**src/rtl/pulse_prog_pkg.sv**
```systemverilog
package pulse_prog_pkg;

  localparam int BYTE_W = 8;

  localparam logic [BYTE_W-1:0] CMD_SETUP  = 8'h40;
  localparam logic [BYTE_W-1:0] CMD_VERIFY = 8'hC0;
  localparam logic [BYTE_W-1:0] CMD_READ   = 8'h00;

  typedef enum logic [3:0] {
    ST_IDLE,
    ST_SETUP,
    ST_PROG,
    ST_PULSE,
    ST_VERIFY,
    ST_RECOV,
    ST_READ,
    ST_CMP,
    ST_FINAL,
    ST_REPORT
  } pp_state_e;

endpackage

```
**src/rtl/pp_wait_timer.sv**
```systemverilog
module pp_wait_timer #(
  parameter int CNT_W = 9
) (
  input  logic             clk,
  input  logic             rst_n,
  input  logic             load,
  input  logic [CNT_W-1:0] load_val,
  output logic             expired
);

  logic [CNT_W-1:0] remain_q;

  always_ff @(posedge clk) begin
    if (!rst_n) begin
      remain_q <= '0;
    end else if (load) begin
      remain_q <= load_val;
    end else if (remain_q != '0) begin
      remain_q <= remain_q - 1'b1;
    end
  end

  assign expired = (remain_q == '0);

endmodule

```
**src/rtl/pp_pulse_counter.sv**
```systemverilog
module pp_pulse_counter #(
  parameter int LIMIT = 25,
  parameter int CNT_W = 5
) (
  input  logic             clk,
  input  logic             rst_n,
  input  logic             clear,
  input  logic             incr,
  output logic [CNT_W-1:0] count,
  output logic             at_limit
);

  logic [CNT_W-1:0] count_q;

  always_ff @(posedge clk) begin
    if (!rst_n) begin
      count_q <= '0;
    end else if (clear) begin
      count_q <= '0;
    end else if (incr) begin
      count_q <= count_q + 1'b1;
    end
  end

  assign count    = count_q;
  assign at_limit = (count_q == CNT_W'(LIMIT));

endmodule

```
**src/rtl/pp_seq_fsm.sv**
```systemverilog
module pp_seq_fsm
  import pulse_prog_pkg::*;
#(
  parameter int ADDR_W    = 17,
  parameter int TMR_W     = 9,
  parameter int PULSE_CYC = 500,
  parameter int RECOV_CYC = 300
) (
  input  logic              clk,
  input  logic              rst_n,
  input  logic              req_valid,
  input  logic [ADDR_W-1:0] req_addr,
  input  logic [BYTE_W-1:0] req_data,
  output logic              req_ready,
  output logic              busy,
  output logic              done,
  output logic              pass,
  input  logic              tmr_expired,
  output logic              tmr_load,
  output logic [TMR_W-1:0]  tmr_val,
  input  logic              cnt_at_limit,
  output logic              cnt_clear,
  output logic              cnt_incr,
  output logic              bus_wr,
  output logic              bus_rd,
  output logic [ADDR_W-1:0] bus_addr,
  output logic [BYTE_W-1:0] bus_wdata,
  input  logic [BYTE_W-1:0] bus_rdata
);

  pp_state_e         state_q, state_d;
  logic [ADDR_W-1:0] tgt_addr_q;
  logic [BYTE_W-1:0] tgt_data_q;
  logic              pass_q;
  logic              accept;
  logic              match;

  assign busy      = (state_q != ST_IDLE) && (state_q != ST_REPORT);
  assign req_ready = !busy;
  assign accept    = req_valid && req_ready;
  assign match     = (bus_rdata == tgt_data_q);
  assign done      = (state_q == ST_REPORT);
  assign pass      = pass_q;
  assign cnt_clear = accept;
  assign cnt_incr  = (state_q == ST_PROG);

  always_comb begin
    state_d = state_q;
    unique case (state_q)
      ST_IDLE, ST_REPORT: begin
        if (accept) state_d = ST_SETUP;
        else        state_d = ST_IDLE;
      end
      ST_SETUP:  state_d = ST_PROG;
      ST_PROG:   state_d = ST_PULSE;
      ST_PULSE:  if (tmr_expired) state_d = ST_VERIFY;
      ST_VERIFY: state_d = ST_RECOV;
      ST_RECOV:  if (tmr_expired) state_d = ST_READ;
      ST_READ:   state_d = ST_CMP;
      ST_CMP: begin
        if (match || cnt_at_limit) state_d = ST_FINAL;
        else                       state_d = ST_SETUP;
      end
      ST_FINAL:  state_d = ST_REPORT;
      default:   state_d = ST_IDLE;
    endcase
  end

  always_ff @(posedge clk) begin
    if (!rst_n) begin
      state_q    <= ST_IDLE;
      tgt_addr_q <= '0;
      tgt_data_q <= '0;
      pass_q     <= 1'b0;
    end else begin
      state_q <= state_d;
      if (accept) begin
        tgt_addr_q <= req_addr;
        tgt_data_q <= req_data;
        pass_q     <= 1'b0;
      end else if (state_q == ST_CMP) begin
        pass_q <= match;
      end
    end
  end

  always_comb begin
    tmr_load = 1'b0;
    tmr_val  = '0;
    if (state_q == ST_PROG) begin
      tmr_load = 1'b1;
      tmr_val  = TMR_W'(PULSE_CYC - 1);
    end else if (state_q == ST_VERIFY) begin
      tmr_load = 1'b1;
      tmr_val  = TMR_W'(RECOV_CYC - 1);
    end
  end

  always_comb begin
    bus_wr    = 1'b0;
    bus_rd    = 1'b0;
    bus_addr  = '0;
    bus_wdata = '0;
    unique case (state_q)
      ST_SETUP: begin
        bus_wr    = 1'b1;
        bus_wdata = CMD_SETUP;
      end
      ST_PROG: begin
        bus_wr    = 1'b1;
        bus_addr  = tgt_addr_q;
        bus_wdata = tgt_data_q;
      end
      ST_VERIFY: begin
        bus_wr    = 1'b1;
        bus_wdata = CMD_VERIFY;
      end
      ST_READ: begin
        bus_rd   = 1'b1;
        bus_addr = tgt_addr_q;
      end
      ST_FINAL: begin
        bus_wr    = 1'b1;
        bus_wdata = CMD_READ;
      end
      default: ;
    endcase
  end

endmodule

```
**src/rtl/pulse_prog_ctrl.sv**
```systemverilog
module pulse_prog_ctrl
  import pulse_prog_pkg::*;
#(
  parameter int ADDR_W     = 17,
  parameter int CLK_MHZ    = 50,
  parameter int PULSE_US   = 10,
  parameter int RECOV_US   = 6,
  parameter int MAX_PULSES = 25,
  parameter int CNT_W      = $clog2(MAX_PULSES + 1)
) (
  input  logic              clk,
  input  logic              rst_n,
  input  logic              req_valid,
  output logic              req_ready,
  input  logic [ADDR_W-1:0] req_addr,
  input  logic [BYTE_W-1:0] req_data,
  output logic              busy,
  output logic              done,
  output logic              pass,
  output logic [CNT_W-1:0]  pulse_count,
  output logic              bus_wr,
  output logic              bus_rd,
  output logic [ADDR_W-1:0] bus_addr,
  output logic [BYTE_W-1:0] bus_wdata,
  input  logic [BYTE_W-1:0] bus_rdata
);

  localparam int PULSE_CYC = CLK_MHZ * PULSE_US;
  localparam int RECOV_CYC = CLK_MHZ * RECOV_US;
  localparam int LONGEST   = (PULSE_CYC > RECOV_CYC) ? PULSE_CYC : RECOV_CYC;
  localparam int TMR_W     = $clog2(LONGEST + 1);

  logic             tmr_load;
  logic [TMR_W-1:0] tmr_val;
  logic             tmr_expired;
  logic             cnt_clear;
  logic             cnt_incr;
  logic             cnt_at_limit;

  pp_seq_fsm #(
    .ADDR_W    (ADDR_W),
    .TMR_W     (TMR_W),
    .PULSE_CYC (PULSE_CYC),
    .RECOV_CYC (RECOV_CYC)
  ) u_fsm (
    .clk          (clk),
    .rst_n        (rst_n),
    .req_valid    (req_valid),
    .req_addr     (req_addr),
    .req_data     (req_data),
    .req_ready    (req_ready),
    .busy         (busy),
    .done         (done),
    .pass         (pass),
    .tmr_expired  (tmr_expired),
    .tmr_load     (tmr_load),
    .tmr_val      (tmr_val),
    .cnt_at_limit (cnt_at_limit),
    .cnt_clear    (cnt_clear),
    .cnt_incr     (cnt_incr),
    .bus_wr       (bus_wr),
    .bus_rd       (bus_rd),
    .bus_addr     (bus_addr),
    .bus_wdata    (bus_wdata),
    .bus_rdata    (bus_rdata)
  );

  pp_wait_timer #(
    .CNT_W (TMR_W)
  ) u_timer (
    .clk      (clk),
    .rst_n    (rst_n),
    .load     (tmr_load),
    .load_val (tmr_val),
    .expired  (tmr_expired)
  );

  pp_pulse_counter #(
    .LIMIT (MAX_PULSES),
    .CNT_W (CNT_W)
  ) u_count (
    .clk      (clk),
    .rst_n    (rst_n),
    .clear    (cnt_clear),
    .incr     (cnt_incr),
    .count    (pulse_count),
    .at_limit (cnt_at_limit)
  );

endmodule

```
**config.mk**
```make
export PLATFORM = sky130hd
export DESIGN_NAME = pulse_prog_ctrl
export DESIGN_NICKNAME = d
export VERILOG_FILES = /design/src/rtl/pulse_prog_pkg.sv /design/src/rtl/pp_wait_timer.sv /design/src/rtl/pp_pulse_counter.sv /design/src/rtl/pp_seq_fsm.sv /design/src/rtl/pulse_prog_ctrl.sv
export SDC_FILE = /design/constraint.sdc
export NUM_CORES = 1
export LEC_CHECK = 0
export BUFFER_PORTS_ARGS = -buffer_cell sky130_fd_sc_hd__buf_2
export CAP_MARGIN = 20
export CELL_PAD_IN_SITES_DETAIL_PLACEMENT = 0
export CELL_PAD_IN_SITES_GLOBAL_PLACEMENT = 1
export CORE_MARGIN = 2
export CORE_UTILIZATION = 35
export CTS_BUF_LIST = sky130_fd_sc_hd__clkbuf_8
export CTS_CLUSTER_SIZE = 30
export DETAILED_ROUTE_END_ITERATION = 10
export GPL_TIMING_DRIVEN = 0
export PLACE_DENSITY = 0.74
export SYNTH_ARGS = -nofsm -noshare
export SYNTH_HDL_FRONTEND = slang
export SYNTH_SLANG_ARGS = --single-unit
export TNS_END_PERCENT = 30
```
**constraint.sdc**
```tcl
create_clock -name clk -period 3.2 [get_ports clk]
set_input_delay 0.64 -clock clk [delete_from_list [all_inputs] [get_ports clk]]
set_output_delay 0.64 -clock clk [all_outputs]
set_load 0.005 [all_outputs]
```
# == Yosys cells after proc, flatten, opt, wreduce, memory -nomap -nowiden ==
# Cells that the tools add are included.
# totals
ff_bits,44
latchBits,0
ramBits,0
romBits,0
output_inout_bits,36
elab_cells,52
n_memories,0
# op_classes
addsub,2
mul,0
div_mod_pow,0
order_cmp,0
n_eq_ne,14
n_shift,0
muxes,15
bitwise_logic,1
n_reduce_logical,14
# op_table
op,count
$mux 9,4
$pmux 4 s9,1
$pmux 8 s3,1
$mux 17,1
$eq 4x3->1 const B,4
$mux 4,3
$logic_not 9->1,1
$reduce_bool 9->1,1
$sub 9x1->9 const B,1
$eq 4x2->1 const B,2
$eq 4x4->1 const B,2
$eq 8x8->1,1
$reduce_or 2->1,3
$add 5x1->5 const B,1
$eq 5x5->1 const B,1
$mux 1,5
$eq 4x1->1 const B,1
$logic_not 4->1,1
$ne 2x2->1 const B,2
$ne 4x4->1 const B,1
$reduce_bool 4->1,1
$reduce_or 4->1,1
$logic_and 1x1->1,2
$reduce_and 2->1,1
4 further kinds,4

# == Logic depth before layout (Yosys ltp) ==
# Gate-level depths: netlist of run 1.
# logic_depth
depth_word,6
mapped_depth,7
depth_no_buf,6

# == By module ==
# From an unflattened synthesis of run 1, not the netlist that was laid out.
# hier_totals
hier_cells,300
area_unflattened_um2,2464.9
# by_module_without_submodules
mod,n_inst,cells_per_inst,area_each_um2,seq_area_each_um2
pp_seq_fsm,1,212,1691.6,600.6
pp_wait_timer,1,62,511.7,180.2
pp_pulse_counter,1,26,261.5,100.1

# == Least setup slack after synthesis of run 1 ==
# Ideal clock, no wire load.
# synth_timing
kind,register to output
start,reg u_fsm.state_q[3]
end,out bus_wdata[0]
t_arrival_ns,1.469
required_ns,2.560
setup_slack_ns,1.091
stages_incl_launch_ff,5
path_cell_list,dfxtp_1 > buf_2 > nor4b_2 > clkbuf_1 > and2_1
# synth_between
elab_chain_len,2
elab_cells_between_ends,4
# synth_rtl
item,line,rtl
"start, declared",pp_seq_fsm.sv:31,"pp_state_e state_q, state_d;"
"start signal, assigned",pp_seq_fsm.sv:76,state_q <= state_d;
$eq 4x3->1 (tied with other cells),pp_seq_fsm.sv:104,unique case (state_q)
$pmux 8 s3 *,pp_seq_fsm.sv:104,
"end, declared",pulse_prog_ctrl.sv:24,"output logic [BYTE_W-1:0] bus_wdata,"
# Every way passes the cells marked *; elsewhere a longest branch is shown, timed or not.

# == Worst setup path after layout of run 1 ==
# layout_timing
start,reg u_fsm.state_q[3]
end,out bus_wdata[3]
# The elaborated chain is that of the path after synthesis.

==> key figures, run 1 <==
Floorplanning
  – Chip height: 83.6 µm
  – Starting Density: 36.8%
  – Die footprint: 6980 µm²
  – I/O pin count: 72
  – Row Count: 28
  – DIE WIDTH: 83.6 µm
  – Core Region: 6030 µm²

Timing
  – Setup Skew: 0.0100 ns
  – Final hold slack: 0.493 ns
  – Setup WS post-layout: 0.447 ns
  – Fmax: 363 MHz
  – Slew headroom: 59.3%
  – RSZ-0062 raised after global routing: no
  – Worst-margin pin slew: 0.607 ns
  – Final hold viol count: 0
  – Final Slew Violations: 0
  – Final Setup Violations: 0
  – Post-route clock period utilization: 86.0%
  – Setup TNS: 0 ns
  – Fin crit period: 2.75 ns

Yosys
  – Syn_nets: 290
  – Top post-synthesis cells by area: dfxtp_1 40%, mux2i_1 12%, and2_1 7.1%
  – Ys Warns: 0
  – Mapped cell area: 2220 µm²
  – Flops & latches, synth: 44
  – Cell variety after synth: 45
  – Yosys top cell area share: 39.8%
  – Sequential area share after synthesis: 39.8%
  – Mapped Avg Cell Area: 8.83 µm²
  – Cells after Synth: 251
  – Yosys top cell by area: dfxtp_1

CTS
  – Hold buffers post-CTS: 0
  – Clock Tree Buf Depth: 2
  – Total CTS buffers: 5
  – Clock sinks: 44
  – CTS tree: built
  – Post-CTS Setup Repair Bufs: 0
  – H-tree Lvls: 2
  – CTS Root Cell: clkbuf_8
  – Clock Pin Slew Worst Setup and Hold Paths: 0.09 ns
  – Worst skew pair latency: 0.30 ns

Global route
  – Met1 GRT Util: 19.8%
  – Largest net degree at the start of global routing: 16
  – Grt met3 use: 6.73%
  – First-pass GRT wire length: 8.87 mm
  – Grt ovf: 0
  – Number of global-route vias before repair: 1,933
  – Initial antenna violation count: 0
  – Most used routing layer: met2
  – Gr usage total: 15.2%
  – Met2 Usage GRT: 23.8%

Pwr
  – PwrDens: 606 nW/µm²
  – VDD IR max: 0.267 mV
  – Leak Pwr: 1.42 nW

Placed design
  – Placement Setup Slack: 0.483 ns
  – PortBufs: 70
  – Post-DP HPWL: 3.80 mm
  – Dpl cells: 396
  – GP Congestion: 0.732

Cells and area
  – Layout net count: 367
  – Most frequent cells in the layout: 75 x buf_2, 44 x dfxtp_1, 41 x nor2_1, 27 x mux2i_1, 25 x and2_1
  – Share of post-route cells with drive strength above 1: 27.7%
  – Multi-input logic area: 1250 µm²
  – Reg area: 881 µm²
  – Area Growth Syn to Fin: 25.9%
  – Non-Filler Instances: 404
  – Final design utilization: 46.3%
  – Antenna diodes: 0
  – Most common cell after layout, fill and taps aside: buf_2
  – # fillers: 615

Outcome
  – Status: complete, no violations

Worst setup path
  – Critical path endpoint category: primary output
  – Worst EP required: 2.56 ns
  – CP peak stage delay: 0.59 ns
  – Cell repeated most along the worst path: buf_2
  – Cells along the critical path: buf_2 -> nor4b_4 -> clkbuf_1 -> and2_1 -> buf_2
  – Arrival time at the worst endpoint: 2.11 ns
  – Slowest cell on the critical path: nor4b_4
  – Flop-to-flop setup slack: 1.26 ns
  – Worst setup path class: register to primary output
  – Worst-path maximum fanout: 10
  – CP Launch Type: register

Route
  – DR DRC count: 0
  – First-pass DRT Iterations: 4
  – Final wirelength: 5.21 mm
  – Vias per cell: 4.78
  – Wirelength per Cell: 12.9 µm
  – Post-route ant nets: 0
  – Initial DRC Count: 60
  – Vias: 1,930

Run
  – Reported max-cap violation count: 0

Hold path
  – Hold Crit Class: register to register
==> synthesized netlist by cell type (all sizes together) <==
| cell | count |
|---|---|
| a31oi | 1 |
| a2bb2o | 1 |
| nand4b | 1 |
| and2b | 1 |
| and3 | 4 |
| nand4 | 5 |
| o21ai | 6 |
| or2b | 1 |
| inv | 7 |
| buf | 6 |
| or4 | 1 |
| o211ai | 1 |
| nor2 | 41 |
| clkinv | 1 |
| xor2 | 8 |
| mux2i | 27 |
| nor3 | 2 |
| nor2b | 2 |
| a41o | 1 |
| nand3 | 5 |
| a21oi | 8 |
| xnor2 | 11 |
| or2 | 2 |
| nor4 | 1 |
| o22ai | 1 |
| o221a | 1 |
| o311ai | 1 |
| nor4b | 1 |
| and2 | 25 |
| a211oi | 1 |
| mux2 | 1 |
| or4b | 1 |
| nand2 | 9 |
| nand3b | 3 |
| ha | 3 |
| clkbuf | 8 |
| a32oi | 1 |
| o21a | 1 |
| nand2b | 3 |
| dfxtp | 44 |
| nor3b | 3 |
==> kinds of logic after synthesis <==
group                    count (synthesis)  synth area share [%]
AND/OR/NAND/NOR                        111                  26.7
adder cells (fa/ha/maj)                  3                  1.69
buffers and inverters                   22                  4.35
flip-flops                              44                  39.8
multiplexers                            28                  12.9
AO/OA/AOI/OAI                           24                  7.12
XOR/XNOR                                19                  7.51
==> through the flow <==
| step | area [µm²] | power [mW] |
|---|---|---|
| global placement | 2660 | 1.24 |
| finish | 2790 | 1.69 |
| detailed placement | 2660 | 1.26 |
| CTS | 2780 | 1.71 |
| global route | 2790 | 1.80 |
| floorplan | 2220 | 1.12 |
==> routing by layer <==
metal	vias up	routed length [µm]	share of wire, %
met5	-	0	0
met4	0	40	0.77
met3	6	389	7.5
met2	54	2210	42
met1	876	2570	49
li1	994	-	-
==> sequential cells by signal, summed over array words and instances (netlist names) <==
| register | cells |
|---|---|
| u_count.count | 5 |
| u_fsm.tgt_data_q | 8 |
| u_timer.remain_q | 9 |
| u_fsm.pass | 1 |
| u_fsm.state_q | 4 |
| u_fsm.tgt_addr_q | 17 |
==> worst max-delay path, delay by kind of cell (launching register included) <==
kind	cells	cell delay (ns)
buffers and inverters	3	0.71
DFF	1	0.32
and+or+nand+nor	2	0.79
==> final cells by class <==
type                            count  share of cell area, %
Buffer                             14                   2.38
Clock buffer                        5                   2.47
Clock inverter                      3                   1.66
Inverter                            8                   1.08
Multi-Input combinational cell    185                   44.9
Sequential cell                    44                   31.6
Tap cell                           75                   3.36
Timing Repair Buffer               70                   12.6
==> final timing paths <==
path	from	end	cells past startpoint
worst max register to register	u_timer.remain_q[0]$_SDFFE_PN0P_	u_timer.remain_q[1]$_SDFFE_PN0P_	7
worst max-delay path	u_fsm.state_q[3]$_SDFFE_PN0P_	bus_wdata[3]	5
worst min register to register	u_fsm.tgt_addr_q[10]$_SDFFE_PN0P_	u_fsm.tgt_addr_q[10]$_SDFFE_PN0P_	2
worst min-delay path	u_fsm.tgt_addr_q[10]$_SDFFE_PN0P_	u_fsm.tgt_addr_q[10]$_SDFFE_PN0P_	2
==> power breakdown <==
part,switching [mW],internal (mW),total [mW]
logic,0.274,0.277,0.551
clock network,0.208,0.235,0.443
registers,0.0654,0.629,0.694
==> what timing repair did <==
item | 4_1_cts | 5_1_grt
endpoints found under the hold margin | 0 | 0
endpoints found under the setup margin | 0 | 17
resized for setup | 0 | 2
Note: power is estimated with default switching activity, not from simulation.
==> inputs of run 2 (changes only) <==
--- a/config.mk
+++ b/config.mk
@@ -9,13 +9,12 @@
 export CAP_MARGIN = 20
 export CELL_PAD_IN_SITES_DETAIL_PLACEMENT = 0
 export CELL_PAD_IN_SITES_GLOBAL_PLACEMENT = 1
-export CORE_MARGIN = 2
-export CORE_UTILIZATION = 35
+export CORE_UTILIZATION = 32
 export CTS_BUF_LIST = sky130_fd_sc_hd__clkbuf_8
 export CTS_CLUSTER_SIZE = 30
 export DETAILED_ROUTE_END_ITERATION = 10
 export GPL_TIMING_DRIVEN = 0
-export PLACE_DENSITY = 0.74
+export PLACE_DENSITY = 0.68
 export SYNTH_ARGS = -nofsm -noshare
 export SYNTH_HDL_FRONTEND = slang
 export SYNTH_SLANG_ARGS = --single-unit
==> run 2 against run 1 <==
Compared with the run above:
- register-to-register slack better by 0.02 ns
- first-iteration DRC count is 8.3% higher
- die area is 4.0% higher
- fmax is 1.1% lower
- clock skew is 0.0031 ns lower
- cell count is 0.74% higher
==> key figures, run 2 (same netlist as run 1, synthesis figures left out) <==
Outcome
  – Status: complete, no violations

Floorplanning
  – I/O pin count: 72 (unchanged)
  – Chip height: 85.2 µm (+2.0%)
  – Row Count: 29 (+3.6%)
  – Starting Density: 33.9% (-2.8 points)
  – DIE WIDTH: 85.2 µm (+2.0%)
  – Die footprint: 7260 µm² (+4.0%)
  – Core Region: 6530 µm² (+8.4%)

CTS
  – CTS Root Cell: clkbuf_8
  – CTS tree: built
  – Clock Pin Slew Worst Setup and Hold Paths: 0.09 ns (about the same)
  – Clock sinks: 44 (unchanged)
  – H-tree Lvls: 2 (unchanged)
  – Clock Tree Buf Depth: 2 (unchanged)
  – Post-CTS Setup Repair Bufs: 0 (unchanged)
  – Total CTS buffers: 5 (unchanged)
  – Worst skew pair latency: 0.29 ns (about the same)

Worst setup path
  – Arrival time at the worst endpoint: 2.14 ns (+0.03 ns)
  – Worst-path maximum fanout: 10 (unchanged)
  – Worst EP required: 2.56 ns (about the same)
  – Delay-heaviest family, CP: simple AND/OR/NAND/NOR gates
  – Slowest cell on the critical path: nor4b_4
  – Crit path buffers/inverters: 3 (unchanged)
  – Critical path endpoint category: primary output
  – Worst setup path class: register to primary output
  – Cells along the critical path: buf_2 -> nor4b_4 -> clkbuf_1 -> and2_1 -> buf_2
  – Cell repeated most along the worst path: buf_2
  – CP peak stage delay: 0.59 ns (about the same)
  – CP Launch Type: register

Timing
  – Final Setup Violations: 0 (unchanged)
  – Setup Skew: 0.00693 ns (-0.00310 ns)
  – Fin crit period: 2.78 ns (+0.0315 ns)
  – Final Slew Violations: 0 (unchanged)
  – Slew headroom: 61.4% (+2.0 points)
  – Worst-margin pin slew: 0.577 ns (-0.0302 ns)
  – Fmax: 359 MHz (-1.1%)
  – Final hold viol count: 0 (unchanged)
  – Setup TNS: 0 ns (unchanged)
  – Post-route clock period utilization: 87.0% (+0.99 points)
  – RSZ-0062 raised after global routing: no

Run
  – Reported max-cap violation count: 0 (unchanged)

Global route
  – Initial antenna violation count: 0 (unchanged)
  – First-pass GRT wire length: 8.83 mm (-0.46%)
  – Gr usage total: 15.2% (-0.074 points)
  – Largest net degree at the start of global routing: 16 (unchanged)
  – Number of global-route vias before repair: 1,875 (-3.0%)
  – Grt ovf: 0 (unchanged)

Cells and area
  – Register with the highest flop count: u_fsm.tgt_addr_q
  – Biggest regs: u_fsm.tgt_addr_q (17), u_timer.remain_q (9), u_fsm.tgt_data_q (8)
  – Layout net count: 368 (+0.27%)
  – Final design utilization: 42.8% (-3.5 points)
  – Share of post-route cells with drive strength above 1: 27.6% (-0.084 points)
  – Max reg flops: 17 (unchanged)
  – Area Growth Syn to Fin: 26.1%
  – Most frequent cells in the layout: 75 x buf_2, 44 x dfxtp_1, 41 x nor2_1, 27 x mux2i_1, 25 x and2_1
  – Most common cell after layout, fill and taps aside: buf_2
  – Antenna diodes: 0 (unchanged)

Pwr
  – VDD IR max: 0.211 mV (-21%)
  – Leak Pwr: 1.42 nW (about the same)
  – Switching Fraction: 32.3% (-0.080 points)
  – P_int: 1.14 mW (+0.10%)
  – Clock power frac: 26.4% (+0.2 points)
  – PwrDens: 604 nW/µm² (-0.20%)
  – Comb pwr share: 32.4% (-0.2 points)
  – Sequential power share: 41.2% (about the same)
  – Sw Pwr: 0.546 mW (-0.26%)

Route
  – Vias per cell: 4.70 (-1.7%)
  – Wirelength per Cell: 13.0 µm (+0.52%)
  – Post-route ant nets: 0 (unchanged)
  – DR DRC count: 0 (unchanged)
  – Vias: 1,911 (-0.98%)
  – Initial DRC Count: 65 (+8.3%)
  – Final wirelength: 5.27 mm (+1.3%)
  – First-pass DRT Iterations: 4 (unchanged)

Placed design
  – GP Congestion: 0.705 (-3.6%)
  – Post-DP HPWL: 3.81 mm (+0.23%)
  – PortBufs: 70 (unchanged)

Hold path
  – Hold Crit Class: register to register
## run 2: final timing paths
kind	endpoint	slack, ns	cells past startpoint	from
max	bus_wdata[1]	0.42	5	u_fsm.state_q[3]$_SDFFE_PN0P_
min	u_fsm.tgt_addr_q[14]$_SDFFE_PN0P_	0.49	2	u_fsm.tgt_addr_q[14]$_SDFFE_PN0P_
max reg2reg	u_timer.remain_q[1]$_SDFFE_PN0P_	1.28	7	u_timer.remain_q[0]$_SDFFE_PN0P_
min reg2reg	u_fsm.tgt_addr_q[14]$_SDFFE_PN0P_	0.49	2	u_fsm.tgt_addr_q[14]$_SDFFE_PN0P_
## run 2: what timing repair did
action	CTS	global route
hold buffers	0	0
setup endpoints to repair	0	2
gates resized for setup	0	1
hold endpoints to repair	0	0
## run 2: power by group through the flow
| stage | registers (mW) | logic, mW | clock network (mW) |
|---|---|---|---|
| 2_1_floorplan | 0.691 | 0.427 | 0 |
| 3_3_place_gp | 0.706 | 0.543 | 0 |
| 3_5_place_dp | 0.706 | 0.546 | 0 |
| 4_1_cts | 0.695 | 0.550 | 0.461 |
| 5_1_grt | 0.707 | 0.616 | 0.487 |
| 6_report | 0.695 | 0.548 | 0.445 |
## run 2: cell type report
class                           count  area (µm²)
Clock inverter                      3        46.3
Timing Repair Buffer               71         358
Sequential cell                    44         881
Clock buffer                        5        68.8
Tap cell                           77        96.3
Inverter                            8        30.0
Buffer                             14        66.3
Multi-Input combinational cell    185        1250
Fill cell                         694        3740
## run 2: tightest hold or removal path, cell delays in order (launching register included)
cell and delay, ns:
dfxtp_1 0.33, mux2i_1 0.06, nor2_1 0.07
## run 2: through the flow
step | setup WS [ns] | instance area [µm²] | hold WS, ns | cells | total power, mW
after floorplan | 1.09 | 2220 | 0.455 | 251 | 1.12
after global placement | 0.414 | 2660 | 0.465 | 398 | 1.25
after detailed placement | 0.422 | 2660 | 0.478 | 398 | 1.25
after CTS | 0.0760 | 2780 | 0.501 | 406 | 1.71
after global routing | 0.201 | 2790 | 0.534 | 407 | 1.81
final | 0.415 | 2790 | 0.494 | 407 | 1.69
## run 2: metal layers
layer	routed length, µm	vias to the layer above	GRT usage (%)
met2	2270	60	24.2
li1	-	1002	-
met4	0	0	2.31
met5	0	-	0
met1	2580	849	20.0
met3	415	0	5.54
